**src/rtl/mbt_pkg.sv**
```systemverilog
package mbt_pkg;
  typedef enum logic [2:0] {
    ST_IDLE,
    ST_WRITE,
    ST_RD_WAIT,
    ST_READ,
    ST_SKIP
  } mbt_state_e;

  localparam logic [3:0] CMD_MEM_RD = 4'b0110;
  localparam logic [3:0] CMD_MEM_WR = 4'b0111;
endpackage

```
**src/rtl/mbt_decode.sv**
```systemverilog
module mbt_decode #(
  parameter logic [31:0] BASE_ADDR = 32'h0000_4000,
  parameter int          AW        = 4
) (
  input  logic [31:0]   addr,
  input  logic [3:0]    cmd,
  output logic          hit_rd,
  output logic          hit_wr,
  output logic [AW-1:0] word_idx
);
  import mbt_pkg::*;

  logic in_window;

  assign in_window = (addr[31:AW+2] == BASE_ADDR[31:AW+2]);
  assign hit_rd    = in_window && (cmd == CMD_MEM_RD);
  assign hit_wr    = in_window && (cmd == CMD_MEM_WR);
  assign word_idx  = addr[AW+1:2];
endmodule

```
**src/rtl/mbt_store.sv**
```systemverilog
module mbt_store #(
  parameter int DEPTH = 16,
  parameter int AW    = 4
) (
  input  logic          clk,
  input  logic          rst_n,
  input  logic          we,
  input  logic [3:0]    be_n,
  input  logic [AW-1:0] widx,
  input  logic [31:0]   wdata,
  input  logic [AW-1:0] ridx,
  output logic [31:0]   rdata
);
  logic [31:0] mem [DEPTH];

  for (genvar b = 0; b < 4; b++) begin : g_lane
    always_ff @(posedge clk) begin
      if (!rst_n) begin
        for (int w = 0; w < DEPTH; w++) mem[w][8*b +: 8] <= 8'h00;
      end else if (we && !be_n[b]) begin
        mem[widx][8*b +: 8] <= wdata[8*b +: 8];
      end
    end
  end

  assign rdata = mem[ridx];
endmodule

```
**src/rtl/mbt_parity.sv**
```systemverilog
module mbt_parity (
  input  logic        clk,
  input  logic        rst_n,
  input  logic        drive_en,
  input  logic [31:0] ad_drv,
  input  logic [31:0] ad_rx,
  input  logic [3:0]  cbe_n,
  input  logic        chk_en,
  input  logic        par_in,
  output logic        par_out,
  output logic        par_oe,
  output logic        perr
);
  logic chk_pend;
  logic chk_exp;

  always_ff @(posedge clk) begin
    if (!rst_n) begin
      par_out  <= 1'b0;
      par_oe   <= 1'b0;
      chk_pend <= 1'b0;
      chk_exp  <= 1'b0;
      perr     <= 1'b0;
    end else begin
      par_out  <= (^ad_drv) ^ (^cbe_n);
      par_oe   <= drive_en;
      chk_pend <= chk_en;
      chk_exp  <= (^ad_rx) ^ (^cbe_n);
      perr     <= chk_pend && (par_in != chk_exp);
    end
  end
endmodule

```
**src/rtl/mux_bus_target.sv**
```systemverilog
module mux_bus_target #(
  parameter logic [31:0] BASE_ADDR = 32'h0000_4000,
  parameter int          DEPTH     = 16
) (
  input  logic        clk,
  input  logic        rst_n,
  input  logic        frame_n,
  input  logic        irdy_n,
  input  logic [31:0] ad_in,
  input  logic [3:0]  cbe_n,
  input  logic        par_in,
  output logic        trdy_n,
  output logic [31:0] ad_out,
  output logic        ad_oe,
  output logic        par_out,
  output logic        par_oe,
  output logic        perr
);
  import mbt_pkg::*;

  localparam int AW = (DEPTH > 2) ? $clog2(DEPTH) : 1;
  localparam logic [AW-1:0] IDX_ONE = 1;

  mbt_state_e    state;
  logic [AW-1:0] idx;
  logic [AW-1:0] idx_next;
  logic [AW-1:0] ridx;
  logic [AW-1:0] dec_idx;
  logic          hit_rd, hit_wr;
  logic          xfer;
  logic          wr_xfer;
  logic [31:0]   rdata;

  assign xfer     = !irdy_n && !trdy_n;
  assign wr_xfer  = (state == ST_WRITE) && xfer;
  assign idx_next = idx + IDX_ONE;
  assign ridx     = (state == ST_READ) ? idx_next : idx;

  mbt_decode #(.BASE_ADDR(BASE_ADDR), .AW(AW)) u_dec (
    .addr     (ad_in),
    .cmd      (cbe_n),
    .hit_rd   (hit_rd),
    .hit_wr   (hit_wr),
    .word_idx (dec_idx)
  );

  mbt_store #(.DEPTH(DEPTH), .AW(AW)) u_store (
    .clk   (clk),
    .rst_n (rst_n),
    .we    (wr_xfer),
    .be_n  (cbe_n),
    .widx  (idx),
    .wdata (ad_in),
    .ridx  (ridx),
    .rdata (rdata)
  );

  mbt_parity u_par (
    .clk      (clk),
    .rst_n    (rst_n),
    .drive_en (ad_oe),
    .ad_drv   (ad_out),
    .ad_rx    (ad_in),
    .cbe_n    (cbe_n),
    .chk_en   (wr_xfer),
    .par_in   (par_in),
    .par_out  (par_out),
    .par_oe   (par_oe),
    .perr     (perr)
  );

  always_ff @(posedge clk) begin
    if (!rst_n) begin
      state  <= ST_IDLE;
      idx    <= '0;
      trdy_n <= 1'b1;
      ad_out <= '0;
      ad_oe  <= 1'b0;
    end else begin
      unique case (state)
        ST_IDLE: begin
          if (!frame_n) begin
            idx <= dec_idx;
            if (hit_wr) begin
              state  <= ST_WRITE;
              trdy_n <= 1'b0;
            end else if (hit_rd) begin
              state <= ST_RD_WAIT;
            end else begin
              state <= ST_SKIP;
            end
          end
        end
        ST_WRITE: begin
          if (xfer) begin
            idx <= idx_next;
            if (frame_n) begin
              trdy_n <= 1'b1;
              state  <= ST_IDLE;
            end
          end
        end
        ST_RD_WAIT: begin
          ad_out <= rdata;
          ad_oe  <= 1'b1;
          trdy_n <= 1'b0;
          state  <= ST_READ;
        end
        ST_READ: begin
          if (xfer) begin
            if (frame_n) begin
              trdy_n <= 1'b1;
              ad_oe  <= 1'b0;
              state  <= ST_IDLE;
            end else begin
              idx    <= idx_next;
              ad_out <= rdata;
            end
          end
        end
        ST_SKIP: begin
          if (frame_n && irdy_n) state <= ST_IDLE;
        end
        default: state <= ST_IDLE;
      endcase
    end
  end
endmodule

```
**config.mk**
```make
export PLATFORM = sky130hd
export DESIGN_NAME = mux_bus_target
export DESIGN_NICKNAME = d
export VERILOG_FILES = /design/src/rtl/mbt_pkg.sv /design/src/rtl/mbt_decode.sv /design/src/rtl/mbt_store.sv /design/src/rtl/mbt_parity.sv /design/src/rtl/mux_bus_target.sv
export SDC_FILE = /design/constraint.sdc
export NUM_CORES = 1
export LEC_CHECK = 0
export BUFFER_PORTS_ARGS = -buffer_cell sky130_fd_sc_hd__clkbuf_2
export CELL_PAD_IN_SITES_DETAIL_PLACEMENT = 0
export CELL_PAD_IN_SITES_GLOBAL_PLACEMENT = 1
export CORE_ASPECT_RATIO = 0.7
export CORE_MARGIN = 4
export CORE_UTILIZATION = 47
export DETAILED_ROUTE_END_ITERATION = 12
export PLACE_DENSITY = 0.81
export SYNTH_ARGS = -nofsm -noshare
export SYNTH_HDL_FRONTEND = slang
export SYNTH_SLANG_ARGS = --single-unit
export TNS_END_PERCENT = 1
```
**constraint.sdc**
```tcl
create_clock -name clk -period 3.1 [get_ports clk]
set_input_delay 0.31 -clock clk [delete_from_list [all_inputs] [get_ports clk]]
set_output_delay 0.31 -clock clk [all_outputs]
set_load 0.02 [all_outputs]
```
==> flow_summary_export.csv <==
group,metric,value,unit
clocking,cts_buffers,56,
clocking,cts_tree,"done",
grt,use_met1,0.374,
clocking,post-cts-setup-buffer-count,0,
setup_path,crit_slowest_cell,"dfxtp_1",
power,vdd_drop_max,405,uV
routing,ant_nets,0,
cells_and_area,diodes,0,
setup_path,arrival,3560,ps
floorplanning,core_area,58900,sq um
placed_design,placed_area,30100,sq um
routing,drc,0,
setup_path,reg2reg_slack,20,ps
grt,grt_pass1_wl,121000,um
power,pwr-share-comb,0.110,
routing,firstDrtPassIters,6,
setup_path,path_cells,"nand3b_4 > mux2i_4 > buf_4 > mux4_2 > nor3_1 > nor3_2",
cells_and_area,postLayoutCoreUtil,0.545,
floorplanning,ios,78,
floorplanning,die_height,213,um
yosys,syn_area,28200,sq um
yosys,ys_seq_elements,558,
clocking,clk_pin_slew_worst_paths,70,ps
timing,skew,19.3,ps
timing,hold_violations,0,
yosys,synth_warnings,0,
yosys,ys_types,55,
setup_path,critPathRequiredTime,3580,ps
power,clkPwrFrac,0.403,
grt,overflow,0,
clocking,clk_latency,620,ps
setup_path,cp_top_family,"simple AND/OR/NAND/NOR gates",
setup_path,crit_buf_inv,1,
yosys,synth_area_leader_cell,"edfxtp_1",
grt,grtUsageTotal,0.251,
power,power_leakage,10.9,nW
routing,drt-initial-drc-count,2660,
clocking,root_buffer,"clkbuf_16",
setup_path,crit_path_max_incr_delay,660,ps
timing,drv_slew,0,
grt,antenna_found_initial,0,
floorplanning,std_cell_rows,74,
routing,avgViaCountPerCell,6.35,
grt,grt_pass1_vias,18816,
placed_design,portBuffers,77,
clocking,htreeDepth,2,
grt,grt_util_met3,0.0811,
placed_design,dp_hpwl,54500,um
setup_path,cp-end-kind,"register",
floorplanning,die_area,64100,sq um
flow_run,drv_cap,0,
routing,wl,80900,um
placed_design,gp_congestion,0.893,
routing,vias,19410,
setup_path,start_kind,"register",
yosys,synth.net_count,2195,
timing,fmax,0.324,GHz
grt,use_met2,0.351,
timing,worst_pin_slew,929,ps
timing,max_slew_margin,0.377,
grt,grt_max_degree,107,
floorplanning,fp.dieW,301,um
setup_path,path_max_fanout,32,
cells_and_area,final_nets,2273,
timing,rsz0062_at_grt,"yes",
power,p_int,13.4,mW
cells_and_area,nFillCells,4884,
power,powerDensity,548,nW/um^2
yosys,syn_inst,2134,
grt,top_usage_layer,"met1",
timing,timing.final.crit_share,0.995,
clocking,numClockSinks,558,
power,swShare,0.240,
hold_path,hold_path.class,"primary input to register",
cells_and_area,drive_above_1_share,0.222,
timing,fin_crit,3080,ps
power,seqPwrFrac,0.487,
floorplanning,start_util,0.479,
yosys,seq_area_frac_synth,0.577,
setup_path,critPathKind,"register to register",
yosys,synth_area_leaders,"edfxtp_1 (54%), mux4_2 (10%), mux2i_1 (9.1%), nor3_1 (8.7%), dfxtp_1 (3.3%)",
cells_and_area,area_growth,13.6,%
power,power_switching,4.21,mW
timing,final-setup-viol-count,0,
yosys,syn_area_per_cell,13.2,sq um
run_status,status,"complete, no violations",
yosys,async_flop_share,0,
yosys,synthFlopType,"edfxtp_1",
routing,routedWlPerCell,26.5,um
yosys,synth_edf_count,512,
cells_and_area,design_area,32100,sq um
timing,finalSetupTns,0,ps
yosys,synth_top_area_frac,0.545,
clocking,clock_path_buffers,3,
[area by class of cell]
| cell class | instances | area, sq um | share of cell area |
|---|---|---|---|
| Tap cell | 798 | 998 | 0.0311 |
| Clock inverter | 32 | 333 | 0.0104 |
| Inverter | 36 | 135 | 0.00421 |
| Sequential cell | 558 | 16300 | 0.508 |
| Clock buffer | 74 | 1590 | 0.0496 |
| Timing Repair Buffer | 253 | 1820 | 0.0568 |
| Multi-Input combinational cell | 1307 | 10900 | 0.339 |
[flip-flops by register name, summed over array words and instances (netlist names)]
name / count
u_par.chk_pend: 1
u_par.chk_exp: 1
u_par.par_oe: 1
idx: 4
trdy_n: 1
ad_oe: 1
u_par.par_out: 1
ad_out: 32
state: 3
u_store.mem: 512
u_par.perr: 1
[synthesized netlist by cell type, types with 4 or more instances]
cell and count:
buf_1 37, mux4_2 128, nand3_1 7, nand2_1 17, nor3_2 8, xor2_1 8
o21a_1 4, edfxtp_1 512, nand4_1 4, nor2_1 55, buf_4 11, buf_2 34
clkbuf_1 144, inv_1 7, mux2i_1 258, a221o_1 32, dfxtp_1 46, ha_1 20
buf_6 4, nor3_1 490, clkinv_1 27, and2_1 84, o21ai_0 37, a21oi_1 10
o21ai_1 66, xnor2_1 40
[repair_timing]
item,in CTS,in global routing
hold endpoints to repair,0,0
resized for setup,0,2
hold buffers,0,0
endpoints found under the setup margin,0,163
[cells in the final DEF (no fill, tap or decap), types with 6 or more instances in the layout]
master,instances
xor2_1,7
clkinv_2,16
nand3_1,7
o21ai_1,65
and2_1,84
clkbuf_1,8
clkbuf_2,76
mux4_2,128
nand2_1,16
clkinv_1,31
clkbuf_16,58
xnor2_1,40
edfxtp_1,512
ha_1,19
bufinv_16,6
o21ai_0,37
dfxtp_1,45
clkbuf_8,8
a221o_1,32
buf_4,168
nor3_1,490
nor2_1,55
a21oi_1,10
inv_1,7
buf_12,9
mux2i_1,257
nor3_2,8
[routing by layer]
layer | vias up | share of wire
met2 | 1165 | 0.42
met1 | 9729 | 0.42
li1 | 8386 | -
met5 | - | 0
met3 | 130 | 0.14
met4 | 0 | 0.029
[per-stage QoR]
stage                     power (mW)  hold WS (ps)  std cells  worst slack (ps)
after floorplan                 9.94           437       2134              70.9
after global placement          10.5           452       2952               188
after detailed placement        10.6           453       2952              82.4
after CTS                       17.6          29.7       3058              58.0
after global routing            18.0          57.3       3058             -82.4
final                           17.6          49.7       3058              16.6
[path summary, 6_finish.rpt]
check / endpoint / cells past startpoint / start
worst max-delay path: ad_out[13]$_SDFFE_PN0P_ / 6 / state[0]$_SDFFE_PN0P_
worst min-delay path: u_par.perr$_SDFF_PN0_ / 3 / par_in
worst max register to register: ad_out[13]$_SDFFE_PN0P_ / 6 / state[0]$_SDFFE_PN0P_
worst min register to register: u_par.perr$_SDFF_PN0_ / 1 / u_par.chk_pend$_SDFF_PN0_
[tightest hold or removal path, cell delays in order]
cell	delay, ps
clkbuf_2	80
xor2_1	50
and3_1	170
[cells by family (layout without fill, tap and decap cells)]
kind of cell | Yosys count | after routing | synth area share
buffers and inverters | 269 | 395 | 0.0402
muxes | 387 | 387 | 0.194
adders and majority gates | 20 | 20 | 0.00887
xor gates and xnor gates | 51 | 51 | 0.0173
AOI/OAI and AO/OA | 162 | 162 | 0.0361
and+or+nand+nor | 687 | 687 | 0.126
DFF | 558 | 558 | 0.577
[power groups by stage]
stage	clock network, mW	registers (mW)	logic, mW
3_5_place_dp	0	8.70	1.90
4_1_cts	7.12	8.54	1.91
5_1_grt	7.44	8.56	2.03
6_report	7.09	8.55	1.93
3_3_place_gp	0	8.69	1.86
2_1_floorplan	0	8.65	1.29
Power figures use the tool's default switching activity.
